$ cat config.mk
export PLATFORM = sky130hd
export DESIGN_NAME = phy_autopoll_mon
export DESIGN_NICKNAME = d
export VERILOG_FILES = /design/src/rtl/phy_autopoll_pkg.sv /design/src/rtl/phy_autopoll_ctrl.sv /design/src/rtl/phy_autopoll_dp.sv /design/src/rtl/phy_autopoll_mon.sv
export SDC_FILE = /design/constraint.sdc
export NUM_CORES = 1
export LEC_CHECK = 0
export ABC_AREA = 0
export BUFFER_PORTS_ARGS = -buffer_cell sky130_fd_sc_hd__buf_2
export CORE_ASPECT_RATIO = 1.4
export CORE_MARGIN = 8
export CORE_UTILIZATION = 45
export DETAILED_ROUTE_END_ITERATION = 6
export PLACE_DENSITY = 0.74
export SYNTH_ARGS = -nofsm -noshare
export SYNTH_HDL_FRONTEND = slang
export SYNTH_SLANG_ARGS = --single-unit
$ cat constraint.sdc
create_clock -name clk -period 5.1 [get_ports clk]
set_input_delay 0 -clock clk [delete_from_list [all_inputs] [get_ports clk]]
set_output_delay 0 -clock clk [all_outputs]
set_load 0.01 [all_outputs]
$ cat src/rtl/phy_autopoll_pkg.sv
package phy_autopoll_pkg;
  typedef enum logic [1:0] {
    ST_IDLE = 2'd0,
    ST_POLL = 2'd1,
    ST_HOST = 2'd2
  } pollState_e;

  typedef struct packed {
    logic capture;
    logic dropFirst;
  } dpStrobe_t;
endpackage

$ cat src/rtl/phy_autopoll_ctrl.sv
module phy_autopoll_ctrl
  import phy_autopoll_pkg::*;
#(
  parameter int CNT_W = 16
) (
  input  logic             clk,
  input  logic             rstN,
  input  logic             pollEn,
  input  logic [CNT_W-1:0] pollInterval,
  input  logic             hostReq,
  input  logic             mgmtDone,
  input  logic             mgmtErr,
  output logic             mgmtReq,
  output logic             hostGrant,
  output dpStrobe_t        strb
);
  pollState_e state;
  logic [CNT_W-1:0] gapCnt;

  always_ff @(posedge clk) begin
    if (!rstN) begin
      state  <= ST_IDLE;
      gapCnt <= '0;
    end else begin
      case (state)
        ST_IDLE: begin
          if (hostReq) begin
            state <= ST_HOST;
          end else if (pollEn && gapCnt == '0) begin
            state <= ST_POLL;
          end else if (!pollEn) begin
            gapCnt <= '0;
          end else begin
            gapCnt <= gapCnt - 1'b1;
          end
        end
        ST_POLL: begin
          if (mgmtDone) begin
            state  <= ST_IDLE;
            gapCnt <= pollInterval;
          end
        end
        ST_HOST: begin
          if (!hostReq) state <= ST_IDLE;
        end
        default: state <= ST_IDLE;
      endcase
    end
  end

  always_comb begin
    mgmtReq        = (state == ST_POLL);
    hostGrant      = (state == ST_HOST);
    strb.capture   = (state == ST_POLL) && mgmtDone && !mgmtErr && pollEn;
    strb.dropFirst = !pollEn;
  end


  no_overlap_chk: assert property (@(posedge clk) disable iff (!rstN)
    !(mgmtReq && hostGrant));


  req_hold_chk: assert property (@(posedge clk) disable iff (!rstN)
    (mgmtReq && !mgmtDone) |=> mgmtReq);


  no_poll_off_chk: assert property (@(posedge clk) disable iff (!rstN)
    $rose(mgmtReq) |-> $past(pollEn));


  host_first_chk: assert property (@(posedge clk) disable iff (!rstN)
    (hostReq && !mgmtReq && !hostGrant) |=> hostGrant);
endmodule

$ cat src/rtl/phy_autopoll_dp.sv
module phy_autopoll_dp
  import phy_autopoll_pkg::*;
#(
  parameter int DATA_W = 16
) (
  input  logic              clk,
  input  logic              rstN,
  input  dpStrobe_t         strb,
  input  logic [DATA_W-1:0] rdData,
  input  logic              chgClr,
  output logic [DATA_W-1:0] shadowVal,
  output logic              shadowValid,
  output logic              chgFlag
);
  logic diffHit;

  always_comb diffHit = strb.capture && shadowValid && (rdData != shadowVal);

  always_ff @(posedge clk) begin
    if (!rstN) begin
      shadowVal   <= '0;
      shadowValid <= 1'b0;
    end else if (strb.dropFirst) begin
      shadowValid <= 1'b0;
    end else if (strb.capture) begin
      shadowVal   <= rdData;
      shadowValid <= 1'b1;
    end
  end

  always_ff @(posedge clk) begin
    if (!rstN)        chgFlag <= 1'b0;
    else if (diffHit) chgFlag <= 1'b1;
    else if (chgClr)  chgFlag <= 1'b0;
  end


  first_load_chk: assert property (@(posedge clk) disable iff (!rstN)
    (strb.capture && !shadowValid && !chgFlag) |=> !chgFlag);


  sticky_chk: assert property (@(posedge clk) disable iff (!rstN)
    (chgFlag && !chgClr) |=> chgFlag);


  drop_first_chk: assert property (@(posedge clk) disable iff (!rstN)
    strb.dropFirst |=> !shadowValid);
endmodule

$ cat src/rtl/phy_autopoll_mon.sv
module phy_autopoll_mon
  import phy_autopoll_pkg::*;
#(
  parameter int DATA_W     = 16,
  parameter int ADDR_W     = 5,
  parameter int CNT_W      = 16,
  parameter int STATUS_REG = 1
) (
  input  logic              clk,
  input  logic              rstN,
  input  logic              pollEn,
  input  logic              chgIntEn,
  input  logic              chgClr,
  input  logic [ADDR_W-1:0] phyAddr,
  input  logic [CNT_W-1:0]  pollInterval,
  input  logic              hostReq,
  output logic              hostGrant,
  output logic              mgmtReq,
  output logic [ADDR_W-1:0] mgmtPhyAddr,
  output logic [ADDR_W-1:0] mgmtRegAddr,
  input  logic              mgmtDone,
  input  logic              mgmtErr,
  input  logic [DATA_W-1:0] mgmtRdData,
  output logic [DATA_W-1:0] shadowVal,
  output logic              shadowValid,
  output logic              chgFlag,
  output logic              intOut
);
  localparam logic [ADDR_W-1:0] REG_ADDR = ADDR_W'(STATUS_REG);

  dpStrobe_t strb;

  phy_autopoll_ctrl #(.CNT_W(CNT_W)) ctrl_i (
    .clk(clk), .rstN(rstN), .pollEn(pollEn), .pollInterval(pollInterval),
    .hostReq(hostReq), .mgmtDone(mgmtDone), .mgmtErr(mgmtErr),
    .mgmtReq(mgmtReq), .hostGrant(hostGrant), .strb(strb)
  );

  phy_autopoll_dp #(.DATA_W(DATA_W)) dp_i (
    .clk(clk), .rstN(rstN), .strb(strb), .rdData(mgmtRdData),
    .chgClr(chgClr), .shadowVal(shadowVal), .shadowValid(shadowValid),
    .chgFlag(chgFlag)
  );

  always_comb begin
    mgmtPhyAddr = phyAddr;
    mgmtRegAddr = REG_ADDR;
    intOut      = chgFlag && chgIntEn;
  end


  err_keep_chk: assert property (@(posedge clk) disable iff (!rstN)
    (mgmtReq && mgmtDone && mgmtErr) |=> ($stable(shadowVal) && $stable(chgFlag)));
endmodule

==> results of run 1 <==
[worst min path at each step]
stage	to	from	cells after the start	slack, ns
after floorplan	mgmtPhyAddr[0]	phyAddr[0]	1	0.09
after global placement	mgmtPhyAddr[2]	phyAddr[2]	0	0.00007
after detailed placement	mgmtPhyAddr[2]	phyAddr[2]	0	0.00007
after CTS	mgmtPhyAddr[2]	phyAddr[2]	0	0.00007
after global routing	mgmtPhyAddr[0]	phyAddr[0]	0	0.00002
final	mgmtPhyAddr[0]	phyAddr[0]	0	0.000004
[critical path, delay by kind of cell, from the launching register on]
kind	cells	cell delay, ns
buffers and inverters	2	0.38
DFF	1	0.33
and+or+nand+nor	2	0.76
adders and majority gates	1	0.19
AOI/OAI and AO/OA	3	0.69
[metal layers]
layer / global-route usage, % / vias to the layer above / share of wire [%]
met1: 18.1 / 906 / 44
met3: 5.53 / 8 / 7.4
met5: 0 / - / 0
met2: 28.6 / 75 / 47
li1: - / 1012 / -
met4: 6.19 / 0 / 1.4
[layout make-up]
type	instances	area [µm²]	area share [%]
inverter	6	22.5	0.860
clock buffer	7	96.3	3.68
multi-input combinational	192	1190	45.6
sequential	36	721	27.5
timing repair buffer	81	508	19.4
tap	62	77.6	2.96
[metrics by stage]
stage                     area [µm²]  utilization (%)  worst slack (ns)  hold slack [ns]
after floorplan                 2090                -              3.09           0.0918
after global placement          2320             51.6              2.74        0.0000686
after detailed placement        2320             51.6              2.67        0.0000686
after CTS                       2620             58.2              2.64        0.0000686
after global routing            2620             58.2              2.49        0.0000181
final                           2620             58.2              2.63       0.00000391
[cells in the final DEF, fill, tap and decap left out, types with 3 or more instances in the layout]
cell,synthesis,routed
a21oi_1,6,6
o21ai_0,13,13
or4_1,3,3
inv_1,6,6
and2_1,3,3
nand3_1,5,5
a32o_1,4,4
conb_1,2,5
o211a_1,5,5
dlygate4sd3_1,0,20
nand2_1,50,50
nor4_1,6,6
xor2_1,20,20
buf_2,2,60
nor3_1,5,5
a21boi_0,18,18
dfxtp_1,36,36
nor2_1,13,13
a221oi_1,3,3
o211ai_1,3,3
clkbuf_8,0,7
[state kept, by name, summed over array words and instances (netlist names)]
name	count
dp_i.shadowValid	1
ctrl_i.gapCnt	16
ctrl_i.state	2
dp_i.shadowVal	16
dp_i.chgFlag	1
[kinds of logic (layout without fill, tap and decap cells)]
kind of cell               Yosys count  after routing
AOI/OAI and AO/OA                   64             64
xor gates and xnor gates            21             21
adders and majority gates            1              1
buffers and inverters               31             94
DFF                                 36             36
other                                2              5
and+or+nand+nor                    101            101
[what timing repair did]
action,4_1_cts,5_1_grt
buffers inserted,0,0
endpoints found under the hold margin,20,0
hold buffers,20,0
[power by group through the flow]
stage | logic [µW] | registers (µW) | clock network (µW)
after floorplan | 438 | 372 | 0
after detailed placement | 509 | 383 | 0
after global routing | 589 | 384 | 235
after CTS | 528 | 377 | 223
final | 534 | 378 | 216
after global placement | 510 | 381 | 0
==> results.py, run 1 <==
metrics = {
    "logic_synthesis": {
        "yosys.area.top_type_share_pct": 34.7,
        "post-synth-top-count-cell": "nand2_1",
        "synthTopCellsByArea": "dfxtp_1, nand2_1, xor2_1",
        "syn_avg_cell_area_um2": 8.11,
        "synth_top_family_by_area": "simple AND/OR/NAND/NOR gates",
        "yosys.cell_types.count": 46,
        "synth_mux_area_share_pct": 0,
        "synth_top_area_cell": "dfxtp_1",
        "synth-main-ff-cell": "dfxtp_1",
        "netlist_area_um2": 2080,
        "seq_area_frac_synth_pct": 34.7,
        "synth_edf_count": 0,
        "yosys_warnings": 0,
        "synth_fa_ha_area_share_pct": 0.603,
        "synthXorXnorAreaFrac_pct": 8.86,
        "synth-compound-area-share_pct": 23.0,
        "synth_seq_cells": 36,
        "synth_common_cells": "nand2_1, dfxtp_1, xor2_1, a21boi_0",
        "yosys.area_share.simple_pct": 24.2,
        "async_flop_share_pct": 0,
        "postSynthCellCount": 256,
    },
    "worst_setup_path": {
        "reg2reg_depth": 8,
        "crit_start": "ctrl_i.gapCnt[0]",
        "r2r-end": "ctrl_i.gapCnt[3]",
        "critPathLaunchType": "flip-flop",
        "r2r_slack_ns": 2.63,
        "timing.rr.start": "ctrl_i.gapCnt[0]",
        "crit_chain": "inv_1 > ha_1 > or3b_2 > o21bai_2 > o211ai_1 > buf_4 > and3_1 > a31o_2",
        "critPathMaxStageDelay_ns": 0.59,
        "path_class": "reg2reg",
        "endpoint_kind": "flip-flop",
        "crit_slowest_cell": "or3b_2",
        "cp_max_fo": 14,
        "critical_path.endpoint": "ctrl_i.gapCnt[3]",
        "cp_data_required_time_ns": 5.28,
        "critPathArrivalTime_ns": 2.65,
    },
    "placed_design": {
        "dp_cells": 357,
        "dp_hpwl_mm": 3.87,
        "io_buffers": 60,
        "gp_congestion": 0.880,
    },
    "timing": {
        "worstMarginPinSlew_ns": 1.03,
        "fin_crit_sh_pct": 48.4,
        "hold_viol": 0,
        "final.setup.tns_ns": 0,
        "fmax_mhz": 405,
        "fin_crit_ns": 2.47,
        "rsz0062_at_grt": "no",
        "finClkSkew_ns": 0.00381,
        "relSlewSlack_pct": 31.1,
        "slew_viol_final": 0,
        "setup_viol": 0,
    },
    "routing": {
        "drt-total-wl_mm": 5.68,
        "dr.pass1.iters": 4,
        "drc": 0,
        "drt_iter0_markers": 78,
        "vias": 2001,
        "vias_per_cell": 5.21,
        "drtAntennaViolNets": 0,
        "wl_per_cell_um": 14.8,
    },
    "power_and_ir_drop": {
        "peakVddDrop_mv": 0.340,
        "leakagePower_uw": 0.00120,
        "seqPwrFrac_pct": 33.5,
        "clkPwrFrac_pct": 19.2,
        "p_sw_share_pct": 40.2,
        "switching_power_uw": 454,
        "internal_power_uw": 674,
        "comb_power_share_pct": 47.4,
        "powerDensity_nw_per_um2": 431,
        "fin_total_pwr_uw": 1130,
    },
    "finish": {
        "area_delta_synth_final_pct": 26.2,
        "stdcell_count": 384,
        "drive_gt1_share_pct": 23.0,
        "n_antenna_cell": 0,
        "fillers": 444,
        "nets": 368,
    },
    "clock_network": {
        "clk_pin_slew_ns": 0.07,
        "clock-sinks": 36,
        "clockBufferDepth": 2,
        "cts_htree_levels": 2,
        "cts_root_buffer": "clkbuf_8",
        "cts_tree": "built",
        "cts_resized": 0,
        "cts_inserted_buffers": 5,
        "clkLatencyLatePin_ns": 0.28,
    },
    "floorplan": {
        "die_area_um2": 7070,
        "core-area_um2": 4500,
        "die_w_um": 73.4,
        "rows": 29,
        "dieHeight_um": 96.4,
        "io_pins": 76,
        "start_util_pct": 46.1,
    },
    "global_route": {
        "antenna_found_initial": 0,
        "grt_pass1_wl_mm": 9.18,
        "grt_pass1_vias": 1961,
        "grt_max_degree": 42,
        "overflow": 0,
        "gr-usage-all-layers_pct": 16.5,
    },
    "run_status": {
        "status": "completed",
    },
    "job": {
        "cap_violations": 0,
    },
    "worst_hold_path": {
        "hp-class": "in2out",
    },
}
Power figures use the tool's default switching activity.
==> run 2, diff against run 1 <==
PLACE_DENSITY = 0.77   (was 0.74)
clock period = 2.1 ns   (was 5.1 ns; I/O delays follow)
==> results.py, run 2 (synthesis results as in run 1) <==
metrics = {
    "global_route": {
        "grt_pass1_wl_mm": 9.43,
        "gr-usage-all-layers_pct": 16.6,
        "overflow": 0,
        "grt_pass1_vias": 2090,
        "antenna_found_initial": 0,
        "grt_max_degree": 42,
    },
    "finish": {
        "final_common_cell": "buf_2",
        "layout_common_cells": "buf_2, nand2_1, dfxtp_1, xor2_1, dlygate4sd3_1",
        "stdcell_area_um2": 2700,
        "fillers": 428,
        "drive_gt1_share_pct": 26.1,
        "n_antenna_cell": 0,
        "area_delta_synth_final_pct": 30.1,
        "reg_top3": "ctrl_i.gapCnt (16), dp_i.shadowVal (16), ctrl_i.state (2)",
        "nets": 378,
    },
    "worst_hold_path": {
        "holdCritStartpoint": "phyAddr[2]",
        "hp-class": "in2out",
    },
    "clock_network": {
        "clkLatencyLatePin_ns": 0.28,
        "clock-sinks": 36,
        "cts_setup_buffers": 0,
        "clk_pin_slew_ns": 0.07,
        "cts_tree": "built",
        "cts_inserted_buffers": 5,
        "cts_htree_levels": 2,
        "cts_root_buffer": "clkbuf_8",
        "clockBufferDepth": 2,
    },
    "worst_setup_path": {
        "timing.rr.start": "ctrl_i.gapCnt[4]",
        "crit_start": "ctrl_i.gapCnt[4]",
        "endpoint_kind": "flip-flop",
        "cp_data_required_time_ns": 2.27,
        "path_class": "reg2reg",
        "critPathLaunchType": "flip-flop",
        "cp_max_fo": 8,
        "critPathArrivalTime_ns": 2.14,
    },
    "floorplan": {
        "die_w_um": 73.4,
        "rows": 29,
        "start_util_pct": 46.1,
        "io_pins": 76,
        "core-area_um2": 4500,
        "dieHeight_um": 96.4,
        "die_area_um2": 7070,
    },
    "power_and_ir_drop": {
        "fin_total_pwr_uw": 2890,
        "peakVddDrop_mv": 0.808,
        "leakagePower_uw": 0.00125,
        "powerDensity_nw_per_um2": 1070,
    },
    "timing": {
        "fmax_mhz": 507,
        "setup_viol": 0,
        "hold_viol": 0,
        "finClkSkew_ns": 0.00500,
        "setup_slack_ns": 0.129,
        "fin_crit_ns": 1.97,
        "relSlewSlack_pct": 57.7,
        "holdWs_ns": 0.00000391,
        "slew_viol_final": 0,
        "final.setup.tns_ns": 0,
        "rsz0062_at_grt": "no",
        "worstMarginPinSlew_ns": 0.635,
        "fin_crit_sh_pct": 93.9,
    },
    "placed_design": {
        "gp_congestion": 0.841,
        "dp_hpwl_mm": 4.02,
        "dpl-instance-area_um2": 2400,
        "dp_slack_ns": 0.0770,
        "io_buffers": 60,
    },
    "routing": {
        "drc": 0,
        "dr.pass1.iters": 4,
        "wl_per_cell_um": 14.5,
        "vias_per_cell": 5.31,
        "drtAntennaViolNets": 0,
        "drt-total-wl_mm": 5.71,
        "vias": 2097,
        "drt_iter0_markers": 124,
    },
    "run_status": {
        "status": "completed",
    },
    "job": {
        "cap_violations": 0,
    },
}
## run 2: changes by cell type in the layout (fill, tap and decap cells not counted), sizes merged
cell and change:
clkinv +2, buf +10, clkbuf -1
## run 2: final cells by class
| type | count | area, µm² | share of cell area (%) |
|---|---|---|---|
| repair buffers | 91 | 583 | 21.6 |
| multi-input cells | 192 | 1200 | 44.6 |
| well taps | 62 | 77.6 | 2.87 |
| clock buffers | 6 | 82.6 | 3.06 |
| flip-flops and latches | 36 | 721 | 26.7 |
| clock inverters | 2 | 10.0 | 0.371 |
| inverters | 6 | 22.5 | 0.834 |
## run 2: final timing paths
check                      endpoint  slack (ns)  cells past startpoint
setup / recovery  ctrl_i.gapCnt[13]        0.13                      5
hold / removal       mgmtPhyAddr[2]    0.000004                      0
setup reg to reg  ctrl_i.gapCnt[13]        0.13                      5
hold reg to reg     ctrl_i.state[0]        0.47                      1
## run 2: power by group
part           internal, µW  switching, µW
Combinational           689            799
Sequential              798            103
Clock                   262            242
Total                  1750           1140
## run 2: critical path, stage by stage, from the launching register on
cell and delay (ns):
dfxtp_1 0.31, or4_1 0.73, nor4_2 0.34, xor2_1 0.11, a221oi_1 0.29, nor2_1 0.08
## run 2: repair_timing
| action | CTS | global route |
|---|---|---|
| hold endpoints to repair | 20 | 0 |
| gates resized for setup | 0 | 3 |
| hold buffers | 20 | 0 |
| setup endpoints to repair | 0 | 10 |
## run 2: through the flow
stage	utilization, %	instances
floorplan	-	259
global placement	53.3	367
detailed placement	53.3	367
CTS	59.8	395
global route	60.0	395
finish	60.0	395
## run 2: layer usage
metal	GRT usage, %	up-vias	routed length, µm
met5	0	-	0
met4	3.34	0	12
met3	5.21	2	427
met2	29.9	61	2890
met1	18.7	997	2370
li1	-	1037	-
==> run 3, diff against run 2 <==
CORE_UTILIZATION = 38   (was 45)
PLACE_DENSITY = 0.67   (was 0.77)
==> results.py, run 3 (synthesis results as in run 1) <==
metrics = {
    "clock_network": {
        "clock-sinks": 36,
        "cts_setup_buffers": 0,
        "cts_tree": "built",
        "clk_pin_slew_ns": 0.07,
        "clkLatencyLatePin_ns": 0.29,
        "cts_root_buffer": "clkbuf_8",
        "cts_inserted_buffers": 5,
        "cts_htree_levels": 2,
        "clockBufferDepth": 2,
    },
    "timing": {
        "fmax_mhz": 498,
        "slew_viol_final": 0,
        "worstMarginPinSlew_ns": 0.644,
        "fin_crit_sh_pct": 95.7,
        "fin_crit_ns": 2.01,
        "rsz0062_at_grt": "no",
        "holdWs_ns": 0.00000443,
        "final.setup.tns_ns": 0,
        "setup_viol": 0,
        "relSlewSlack_pct": 57.1,
        "hold_viol": 0,
        "finClkSkew_ns": 0.00483,
    },
    "floorplan": {
        "dieHeight_um": 103,
        "start_util_pct": 38.4,
        "io_pins": 76,
        "rows": 32,
        "die_area_um2": 8120,
        "core-area_um2": 5410,
        "die_w_um": 78.5,
    },
    "global_route": {
        "grt_pass1_wl_mm": 9.67,
        "gr-usage-all-layers_pct": 14.6,
        "grt_pass1_vias": 2088,
        "grt_max_degree": 42,
        "overflow": 0,
        "antenna_found_initial": 0,
    },
    "worst_setup_path": {
        "critPathMaxStageDelay_ns": 0.74,
        "crit_cells": 5,
        "r2r-end": "ctrl_i.gapCnt[13]",
        "critPathArrivalTime_ns": 2.19,
        "crit_chain": "or4_1 > nor4_2 > xor2_1 > a221oi_1 > nor2_1",
        "path_class": "reg2reg",
        "reg2reg_depth": 5,
        "crit_family": "simple AND/OR/NAND/NOR gates",
        "cp_data_required_time_ns": 2.28,
        "r2r_slack_ns": 0.09,
        "critical_path.endpoint": "ctrl_i.gapCnt[13]",
        "crit_start": "ctrl_i.gapCnt[4]",
        "timing.rr.start": "ctrl_i.gapCnt[4]",
        "cp_max_fo": 8,
        "critPathLaunchType": "flip-flop",
        "endpoint_kind": "flip-flop",
        "path_buf_inv": 0,
        "crit_slowest_cell": "or4_1",
    },
    "finish": {
        "area_delta_synth_final_pct": 31.1,
        "layout_common_cells": "buf_2, nand2_1, dfxtp_1, xor2_1, dlygate4sd3_1",
        "drive_gt1_share_pct": 26.2,
        "final_common_cell": "buf_2",
        "reg_top3": "ctrl_i.gapCnt (16), dp_i.shadowVal (16), ctrl_i.state (2)",
        "post-route-util_pct": 50.3,
        "n_antenna_cell": 0,
        "nets": 378,
        "stdcell_area_um2": 2720,
        "fillers": 552,
    },
    "routing": {
        "drt_iter0_markers": 103,
        "drc": 0,
        "vias": 2031,
        "dr.pass1.iters": 4,
        "drt-total-wl_mm": 5.82,
        "vias_per_cell": 5.08,
        "drtAntennaViolNets": 0,
        "wl_per_cell_um": 14.6,
    },
    "placed_design": {
        "gp_congestion": 0.813,
        "io_buffers": 60,
        "dpl-instance-area_um2": 2410,
        "dp_hpwl_mm": 4.15,
    },
    "power_and_ir_drop": {
        "powerDensity_nw_per_um2": 1090,
        "peakVddDrop_mv": 0.606,
        "leakagePower_uw": 0.00125,
    },
    "job": {
        "cap_violations": 0,
    },
    "run_status": {
        "status": "completed",
    },
    "worst_hold_path": {
        "hp-class": "in2out",
    },
}
==> run 3: cell types whose count changed in the layout (fill, tap and decap cells not counted) <==
cell | before | now
nor2_1 | 13 | 12
clkbuf_8 | 6 | 7
o211a_4 | 0 | 1
clkinv_2 | 2 | 0
nor2_2 | 0 | 1
o211a_2 | 1 | 0
==> run 3: repair_timing <==
item | CTS | global route
endpoints found under the hold margin | 20 | 0
setup endpoints to repair | 0 | 11
hold buffers | 20 | 0
resized for setup | 0 | 5
==> run 3: worst reg2reg max path: cells and delay by family, from the launching register on <==
kind | cells | cell delay, ns
AO/OA/AOI/OAI | 1 | 0.28
AND/OR/NAND/NOR | 3 | 1.20
XOR/XNOR | 1 | 0.11
flip-flops | 1 | 0.31
==> run 3: per-layer routing <==
layer  vias up  routed length (µm)  track usage (%)
li1       1036                   -                -
met4         0                  74             4.15
met5         -                   0                0
met1       930                2480             15.9
met3         7                 419             5.28
met2        58                2840             25.8
==> run 3: final cells by class <==
type | instances | area, µm² | share of cell area [%]
clock buffers | 7 | 96.3 | 3.54
inverters | 6 | 22.5 | 0.828
multi-input cells | 192 | 1210 | 44.6
flip-flops and latches | 36 | 721 | 26.5
well taps | 68 | 85.1 | 3.13
repair buffers | 91 | 583 | 21.4
==> run 3: worst min-delay path by stage <==
stage	slack, ns	to	cells after the start	startpoint
6_report	0.000004	mgmtPhyAddr[2]	0	phyAddr[2]
3_5_place_dp	0.00007	mgmtPhyAddr[0]	0	phyAddr[0]
3_3_place_gp	0.00007	mgmtPhyAddr[0]	0	phyAddr[0]
4_1_cts	0.00007	mgmtPhyAddr[0]	0	phyAddr[0]
5_1_grt	0.00002	mgmtPhyAddr[2]	0	phyAddr[2]
2_1_floorplan	0.09	mgmtPhyAddr[0]	1	phyAddr[0]
==> run 3: through the flow <==
| stage | power (µW) | worst slack (ns) | std cells |
|---|---|---|---|
| CTS | 2910 | 0.00492 | 400 |
| detailed placement | 2320 | 0.0246 | 373 |
| floorplan | 1970 | 0.0858 | 259 |
| global placement | 2300 | 0.0495 | 373 |
| global route | 3170 | 0.0144 | 400 |
| finish | 2950 | 0.0910 | 400 |
==> run 3: where the power goes <==
group	leakage, µW	internal, µW	switching, µW	total, µW
Combinational	0.000910	703	807	1510
Sequential	0.000293	798	105	902
Clock	0.0000503	292	250	542
Total	0.00125	1790	1160	2950
